### config.mk
export PLATFORM = sky130hd
export DESIGN_NAME = pit_timer
export DESIGN_NICKNAME = d
export VERILOG_FILES = /design/src/rtl/ptmr_pkg.sv /design/src/rtl/ptmr_tick_gen.sv /design/src/rtl/ptmr_down_counter.sv /design/src/rtl/pit_timer.sv
export SDC_FILE = /design/constraint.sdc
export NUM_CORES = 1
export LEC_CHECK = 0
export BUFFER_PORTS_ARGS = -buffer_cell sky130_fd_sc_hd__buf_2
export CORE_ASPECT_RATIO = 1.2
export CORE_UTILIZATION = 40
export CTS_BUF_LIST = sky130_fd_sc_hd__clkbuf_4 sky130_fd_sc_hd__clkbuf_8 sky130_fd_sc_hd__clkbuf_16
export DETAILED_ROUTE_END_ITERATION = 10
export PLACE_DENSITY_LB_ADDON = 0.2
export REMOVE_ABC_BUFFERS = 1
export SLEW_MARGIN = 20
export SYNTH_ARGS = -nofsm -noshare
export SYNTH_HDL_FRONTEND = slang
export SYNTH_HIERARCHICAL = 1
export SYNTH_SLANG_ARGS = --single-unit
export TNS_END_PERCENT = 100
### constraint.sdc
create_clock -name clk_i -period 8.75 [get_ports clk_i]
set_clock_uncertainty 0.2 [all_clocks]
set_input_delay 0 -clock clk_i [delete_from_list [all_inputs] [get_ports clk_i]]
set_output_delay 0 -clock clk_i [all_outputs]
set_load 0.02 [all_outputs]
### src/rtl/ptmr_pkg.sv
package ptmr_pkg;

    localparam int DW        = 32;
    localparam int PSC_W     = 12;
    localparam int SRC_W     = 2;

    // control bit positions
    localparam int CB_EN     = 0;
    localparam int CB_EMOD   = 1;
    localparam int CB_CIE    = 2;
    localparam int CB_RLD    = 3;
    localparam int CB_PSC    = 4;
    localparam int CB_SRST   = 16;
    localparam int CB_OVW    = 17;
    localparam int CB_SRC    = 24;

    localparam logic [DW-1:0] CTRL_MASK = 32'h03FF_FFFF;
    localparam logic [DW-1:0] KEEP_MASK = 32'h003C_0003;

    // word indices
    localparam logic [2:0] RI_CTRL = 3'd0;
    localparam logic [2:0] RI_STAT = 3'd1;
    localparam logic [2:0] RI_LOAD = 3'd2;
    localparam logic [2:0] RI_CMP  = 3'd3;
    localparam logic [2:0] RI_CNT  = 3'd4;

    typedef struct packed {
        logic [DW-1:0] ctrl;
        logic          flag;
        logic [DW-1:0] load;
        logic [DW-1:0] cmp;
    } regs_t;

endpackage

### src/rtl/ptmr_tick_gen.sv
module ptmr_tick_gen #(
    parameter int PSC_W = 12,
    parameter int SRC_W = 2
) (
    input  logic             clk_i,
    input  logic             rst_ni,
    input  logic             en_i,
    input  logic             clr_i,
    input  logic [SRC_W-1:0] src_i,
    input  logic [PSC_W-1:0] psc_i,
    input  logic             per_stb_i,
    input  logic             slow_stb_i,
    output logic             tick_o
);

    typedef struct packed {
        logic [PSC_W-1:0] phase;
    } st_t;

    st_t st_d, st_q;
    logic sel_stb;
    logic wrap;

    always_comb begin
        unique case (src_i)
            2'b01, 2'b10: sel_stb = per_stb_i;
            2'b11:        sel_stb = slow_stb_i;
            default:      sel_stb = 1'b0;
        endcase
        wrap   = (st_q.phase >= psc_i);
        tick_o = en_i && sel_stb && !clr_i && wrap;
        st_d   = st_q;
        if (clr_i) begin
            st_d.phase = '0;
        end else if (en_i && sel_stb) begin
            st_d.phase = wrap ? '0 : st_q.phase + 1'b1;
        end
    end

    always_ff @(posedge clk_i) begin
        if (!rst_ni) st_q <= '0;
        else         st_q <= st_d;
    end

endmodule

### src/rtl/ptmr_down_counter.sv
module ptmr_down_counter #(
    parameter int CNT_W = 32
) (
    input  logic             clk_i,
    input  logic             rst_ni,
    input  logic             en_i,
    input  logic             tick_i,
    input  logic             reload_i,
    input  logic [CNT_W-1:0] load_i,
    input  logic             force_i,
    input  logic [CNT_W-1:0] force_val_i,
    input  logic [CNT_W-1:0] cmp_i,
    output logic [CNT_W-1:0] cnt_o,
    output logic             hit_o
);

    typedef struct packed {
        logic [CNT_W-1:0] cnt;
    } st_t;

    st_t st_d, st_q;
    logic [CNT_W-1:0] stepped;

    always_comb begin
        if (st_q.cnt == '0) stepped = reload_i ? load_i : '1;
        else                stepped = st_q.cnt - 1'b1;

        st_d  = st_q;
        hit_o = 1'b0;
        if (force_i) begin
            st_d.cnt = force_val_i;
        end else if (en_i && tick_i) begin
            st_d.cnt = stepped;
            hit_o    = (stepped == cmp_i);
        end
    end

    always_ff @(posedge clk_i) begin
        if (!rst_ni) st_q.cnt <= '1;
        else         st_q     <= st_d;
    end

    assign cnt_o = st_q.cnt;

endmodule

### src/rtl/pit_timer.sv
module pit_timer
    import ptmr_pkg::*;
#(
    parameter int ADDR_W = 5
) (
    input  logic              clk_i,
    input  logic              rst_ni,
    input  logic              per_stb_i,
    input  logic              slow_stb_i,
    input  logic              bus_we_i,
    input  logic [ADDR_W-1:0] bus_addr_i,
    input  logic [DW-1:0]     bus_wdata_i,
    output logic [DW-1:0]     bus_rdata_o,
    output logic              irq_o
);

    localparam int IDX_W = ADDR_W - 2;

    regs_t st_d, st_q;

    logic [IDX_W-1:0] idx;
    logic wr_ctrl, wr_stat, wr_load, wr_cmp;
    logic srst, en_rise;
    logic cnt_force;
    logic [DW-1:0] cnt_force_val;
    logic [DW-1:0] cnt_w;
    logic tick_w, hit_w;
    logic [DW-1:0] ctrl_w;
    logic flag_w;

    assign idx = bus_addr_i[ADDR_W-1:2];

    always_comb begin
        wr_ctrl = bus_we_i && (idx == IDX_W'(RI_CTRL));
        wr_stat = bus_we_i && (idx == IDX_W'(RI_STAT));
        wr_load = bus_we_i && (idx == IDX_W'(RI_LOAD));
        wr_cmp  = bus_we_i && (idx == IDX_W'(RI_CMP));
        srst    = wr_ctrl && bus_wdata_i[CB_SRST];
        en_rise = wr_ctrl && !srst && bus_wdata_i[CB_EN] && !st_q.ctrl[CB_EN];

        cnt_force     = 1'b0;
        cnt_force_val = st_q.load;
        if (srst) begin
            cnt_force     = 1'b1;
            cnt_force_val = '1;
        end else if (en_rise && bus_wdata_i[CB_EMOD]) begin
            cnt_force     = 1'b1;
            cnt_force_val = bus_wdata_i[CB_RLD] ? st_q.load : '1;
        end else if (wr_load && st_q.ctrl[CB_OVW]) begin
            cnt_force     = 1'b1;
            cnt_force_val = bus_wdata_i;
        end

        st_d = st_q;
        if (wr_ctrl) begin
            st_d.ctrl = bus_wdata_i & CTRL_MASK;
            if (srst) st_d.ctrl = bus_wdata_i & KEEP_MASK;
        end
        if (wr_load) st_d.load = bus_wdata_i;
        if (wr_cmp)  st_d.cmp  = bus_wdata_i;

        if (wr_stat && bus_wdata_i[0]) st_d.flag = 1'b0;
        if (hit_w)                     st_d.flag = 1'b1;
        if (srst)                      st_d.flag = 1'b0;
    end

    always_ff @(posedge clk_i) begin
        if (!rst_ni) st_q <= '0;
        else         st_q <= st_d;
    end

    ptmr_tick_gen #(
        .PSC_W (PSC_W),
        .SRC_W (SRC_W)
    ) u_tick (
        .clk_i      (clk_i),
        .rst_ni     (rst_ni),
        .en_i       (st_q.ctrl[CB_EN]),
        .clr_i      (srst || en_rise),
        .src_i      (st_q.ctrl[CB_SRC +: SRC_W]),
        .psc_i      (st_q.ctrl[CB_PSC +: PSC_W]),
        .per_stb_i  (per_stb_i),
        .slow_stb_i (slow_stb_i),
        .tick_o     (tick_w)
    );

    ptmr_down_counter #(
        .CNT_W (DW)
    ) u_cnt (
        .clk_i       (clk_i),
        .rst_ni      (rst_ni),
        .en_i        (st_q.ctrl[CB_EN]),
        .tick_i      (tick_w),
        .reload_i    (st_q.ctrl[CB_RLD]),
        .load_i      (st_q.load),
        .force_i     (cnt_force),
        .force_val_i (cnt_force_val),
        .cmp_i       (st_q.cmp),
        .cnt_o       (cnt_w),
        .hit_o       (hit_w)
    );

    always_comb begin
        unique case (idx)
            IDX_W'(RI_CTRL): bus_rdata_o = st_q.ctrl;
            IDX_W'(RI_STAT): bus_rdata_o = {{(DW-1){1'b0}}, st_q.flag};
            IDX_W'(RI_LOAD): bus_rdata_o = st_q.load;
            IDX_W'(RI_CMP):  bus_rdata_o = st_q.cmp;
            IDX_W'(RI_CNT):  bus_rdata_o = cnt_w;
            default:         bus_rdata_o = '0;
        endcase
    end

    assign irq_o  = st_q.flag && st_q.ctrl[CB_CIE] && st_q.ctrl[CB_EN];
    assign ctrl_w = st_q.ctrl;
    assign flag_w = st_q.flag;

endmodule

==> metrics.md <==
| Metric | Value |
|---|---|
| Run status | finished clean |
| Max-slew violations | 0 |
| Asr flop ratio synth | 0% |
| Area growth from synthesis to layout | 15.1% |
| Die H | 171 um |
| Seq/Total Area, Yosys | 28.5% |
| Max-slew headroom | 37.7% |
| Largest family of logic cells by synthesized area | compound AO/OA/AOI/OAI gates |
| CTS buffer count | 17 |
| CTS Root Cell | clkbuf_16 |
| HPWL after DPL | 22500 um |
| MaxCap Viol Count | 0 |
| Fin crit share | 61.2% |
| Layout cell share with drive strength beyond 1 | 11.5% |
| Worst setup EP type | register |
| Drt drc | 0 |
| Die footprint | 0.0244 mm^2 |
| Final worst path period need | 5.35 ns |
| Syn Area/Cell | 7.37 um^2 |
| Largest net degree at the start of global routing | 64 |
| Final ANT Viol Nets | 0 |
| Clk buf depth | 2 |
| Worst Path Required | 8.90 ns |
| DR vias/cell | 6.07 |
| Final Total Pwr | 0.00151 W |
| Post-cts repair resize count | 0 |
| Final setup fails | 0 |
| Leakage | 3.97 nW |
| Vias in the first global route | 9679 |
| Clk_lat worst skew | 0.44 ns |
| CTS Sinks | 135 |
| Most used DFF post-synth | dfxtp_1 |
| PwrDens | 138 mW/mm^2 |
| Post-CTS Setup Repair Bufs | 0 |
| Synthesis Warnings | 6 |
| Final hold viol count | 0 |
| Highest-count cells in the layout ignoring fill and taps | 250 x nand2_1, 135 x dfxtp_1, 87 x nand3_1 |
| First-pass GRT wire length | 54400 um |
| Fmax | 0.187 GHz |
| Area share of fa/ha/maj cells after synthesis | 2.24% |
| RSZ-0062 raised after global routing | no |
| Synth cell types | 85 |
| Worst vdd rail ir drop | 0.119 mV |
| Final Wtd Congestion | 0.937 |
| I/O Pins | 75 |
| Layout net count | 1401 |
| Multiplexer fraction of the synthesized cell area | 3.91% |
| Initial Util | 40.9% |
| Synthesized area | 0.00950 mm^2 |
| Router iterations before antenna repair | 9 |
| Vias | 10100 |
| FF+latch count, synth | 135 |
| Reg clk slew, reported paths | 0.06 ns |
| CP Data Arrival Time | 5.51 ns |
| Most common cell after layout, fill and taps aside | nand2_1 |
| Post-synth EDFFs | 0 |
| Total grt overflow | 0 |
| Initial antenna violation count | 0 |
| Worst-path maximum fanout | 15 |
| Hold buffers post-CTS | 39 |
| Gr usage total | 29.3% |
| Worst Tran Pin Value | 0.930 ns |
| Die W | 143 um |
| Antenna diodes | 0 |
| Startpoint types | register |
| Core box area | 0.0232 mm^2 |
| Setup Crit Path Kind | reg2reg |
| Initial drt markers | 829 |
| H-tree Lvls | 4 |
| Simple-Gate Fraction of Synth Area | 27.4% |
| Xor and xnor area share after synthesis | 3.41% |
| Number of buffer cells added on primary ports | 72 |
| CTS tree | yes |
| Synth Area in Compound Gates | 27.7% |
| HP Class | in2reg |
| Total Neg Setup Slack | 0 ns |
| Routed len/inst | 20.9 um |
| Post-Route WL | 34900 um |
| Synth Instances | 1289 |
| # rows | 61 |
-- worst paths after layout --
| path | startpoint | endpoint | slack (ns) | depth (start not counted) |
|---|---|---|---|---|
| setup / recovery | ctrl_w[25]$_SDFFE_PN0N_ | flag_w$_SDFFE_PP0P_ | 3.40 | 16 |
| hold / removal | slow_stb_i | u_tick/st_q[3]$_SDFFE_PP0N_ | 0.08 | 5 |
| setup reg to reg | ctrl_w[25]$_SDFFE_PN0N_ | flag_w$_SDFFE_PP0P_ | 3.40 | 16 |
| hold reg to reg | ctrl_w[22]$_SDFFE_PN0N_ | ctrl_w[22]$_SDFFE_PN0N_ | 0.25 | 2 |
-- layout make-up --
cell class                      instances  area, um^2
Fill cell                            2415       12300
Multi-Input combinational cell       1010        6190
Sequential cell                       135        2700
Timing Repair Buffer                  137         946
Clock buffer                           21         468
Tap cell                              315         394
Inverter                               41         154
Clock inverter                          9        78.8
-- cell usage after synthesis (all sizes together), types with 26 or more instances --
cell | instances | area [um^2]
xnor2 | 27 | 236
inv | 40 | 150
mux2i | 36 | 360
o2bb2ai | 27 | 236
a21oi | 60 | 300
dfxtp | 135 | 2700
a21boi | 71 | 533
clkbuf | 56 | 211
nor2 | 59 | 221
nand2 | 250 | 938
buf | 47 | 285
nand3 | 88 | 445
o21ai | 81 | 409
a22o | 26 | 228
-- flip-flops by register name, indices dropped and copies added (netlist names) --
name and flops:
ctrl_w 26, st_q 64, u_cnt/cnt_o 32, flag_w 1, u_tick/st_q 12
-- critical path: stages, from the launching register on --
cell and delay, ns:
dfxtp_1 0.45, inv_1 0.07, ha_1 0.29, a22o_1 0.22, nand2_1 0.22, nor4_2 0.82
o21ba_2 0.29, and2_1 0.65, o211ai_1 0.21, a21oi_1 0.18, o2111ai_1 0.11, or3_1 0.37
a211oi_1 0.37, nand4_1 0.24, nor4_2 0.37, inv_1 0.09, a21oi_1 0.12
-- power breakdown --
group / switching [W] / internal (W) / leakage (nW)
logic: 0.000104 / 0.0000680 / 2.60
registers: 0.0000210 / 0.000628 / 1.09
clock network: 0.000284 / 0.000406 / 0.271
total: 0.000409 / 0.00110 / 3.97
-- stage by stage --
stage	instances	instance area (um^2)	worst slack (ns)	util, %	hold WS, ns
after CTS	1668	10900	3.60	47.1	0.0759
after floorplan	1186	9000	3.71	-	-0.138
after detailed placement	1599	9990	3.64	43.0	0.0679
after global placement	1599	9990	3.63	43.0	0.0641
final	1668	10900	3.40	47.1	0.0820
after global routing	1668	10900	3.20	47.1	0.133
-- logic make-up after synthesis --
logic type	Yosys count
mux	37
fa+ha+maj	17
flops	135
compound gates	379
xor+xnor	37
simple gates	540
buf+inv	144
-- layer usage --
layer	vias to the layer above	wire, um	global-route usage [%]
met5	-	0	0
met1	4794	14400	35.3
met2	446	16700	49.5
met3	93	2370	4.95
li1	4788	-	-
met4	0	1410	15.8
No activity file was read; power rests on OpenSTA's default activity.
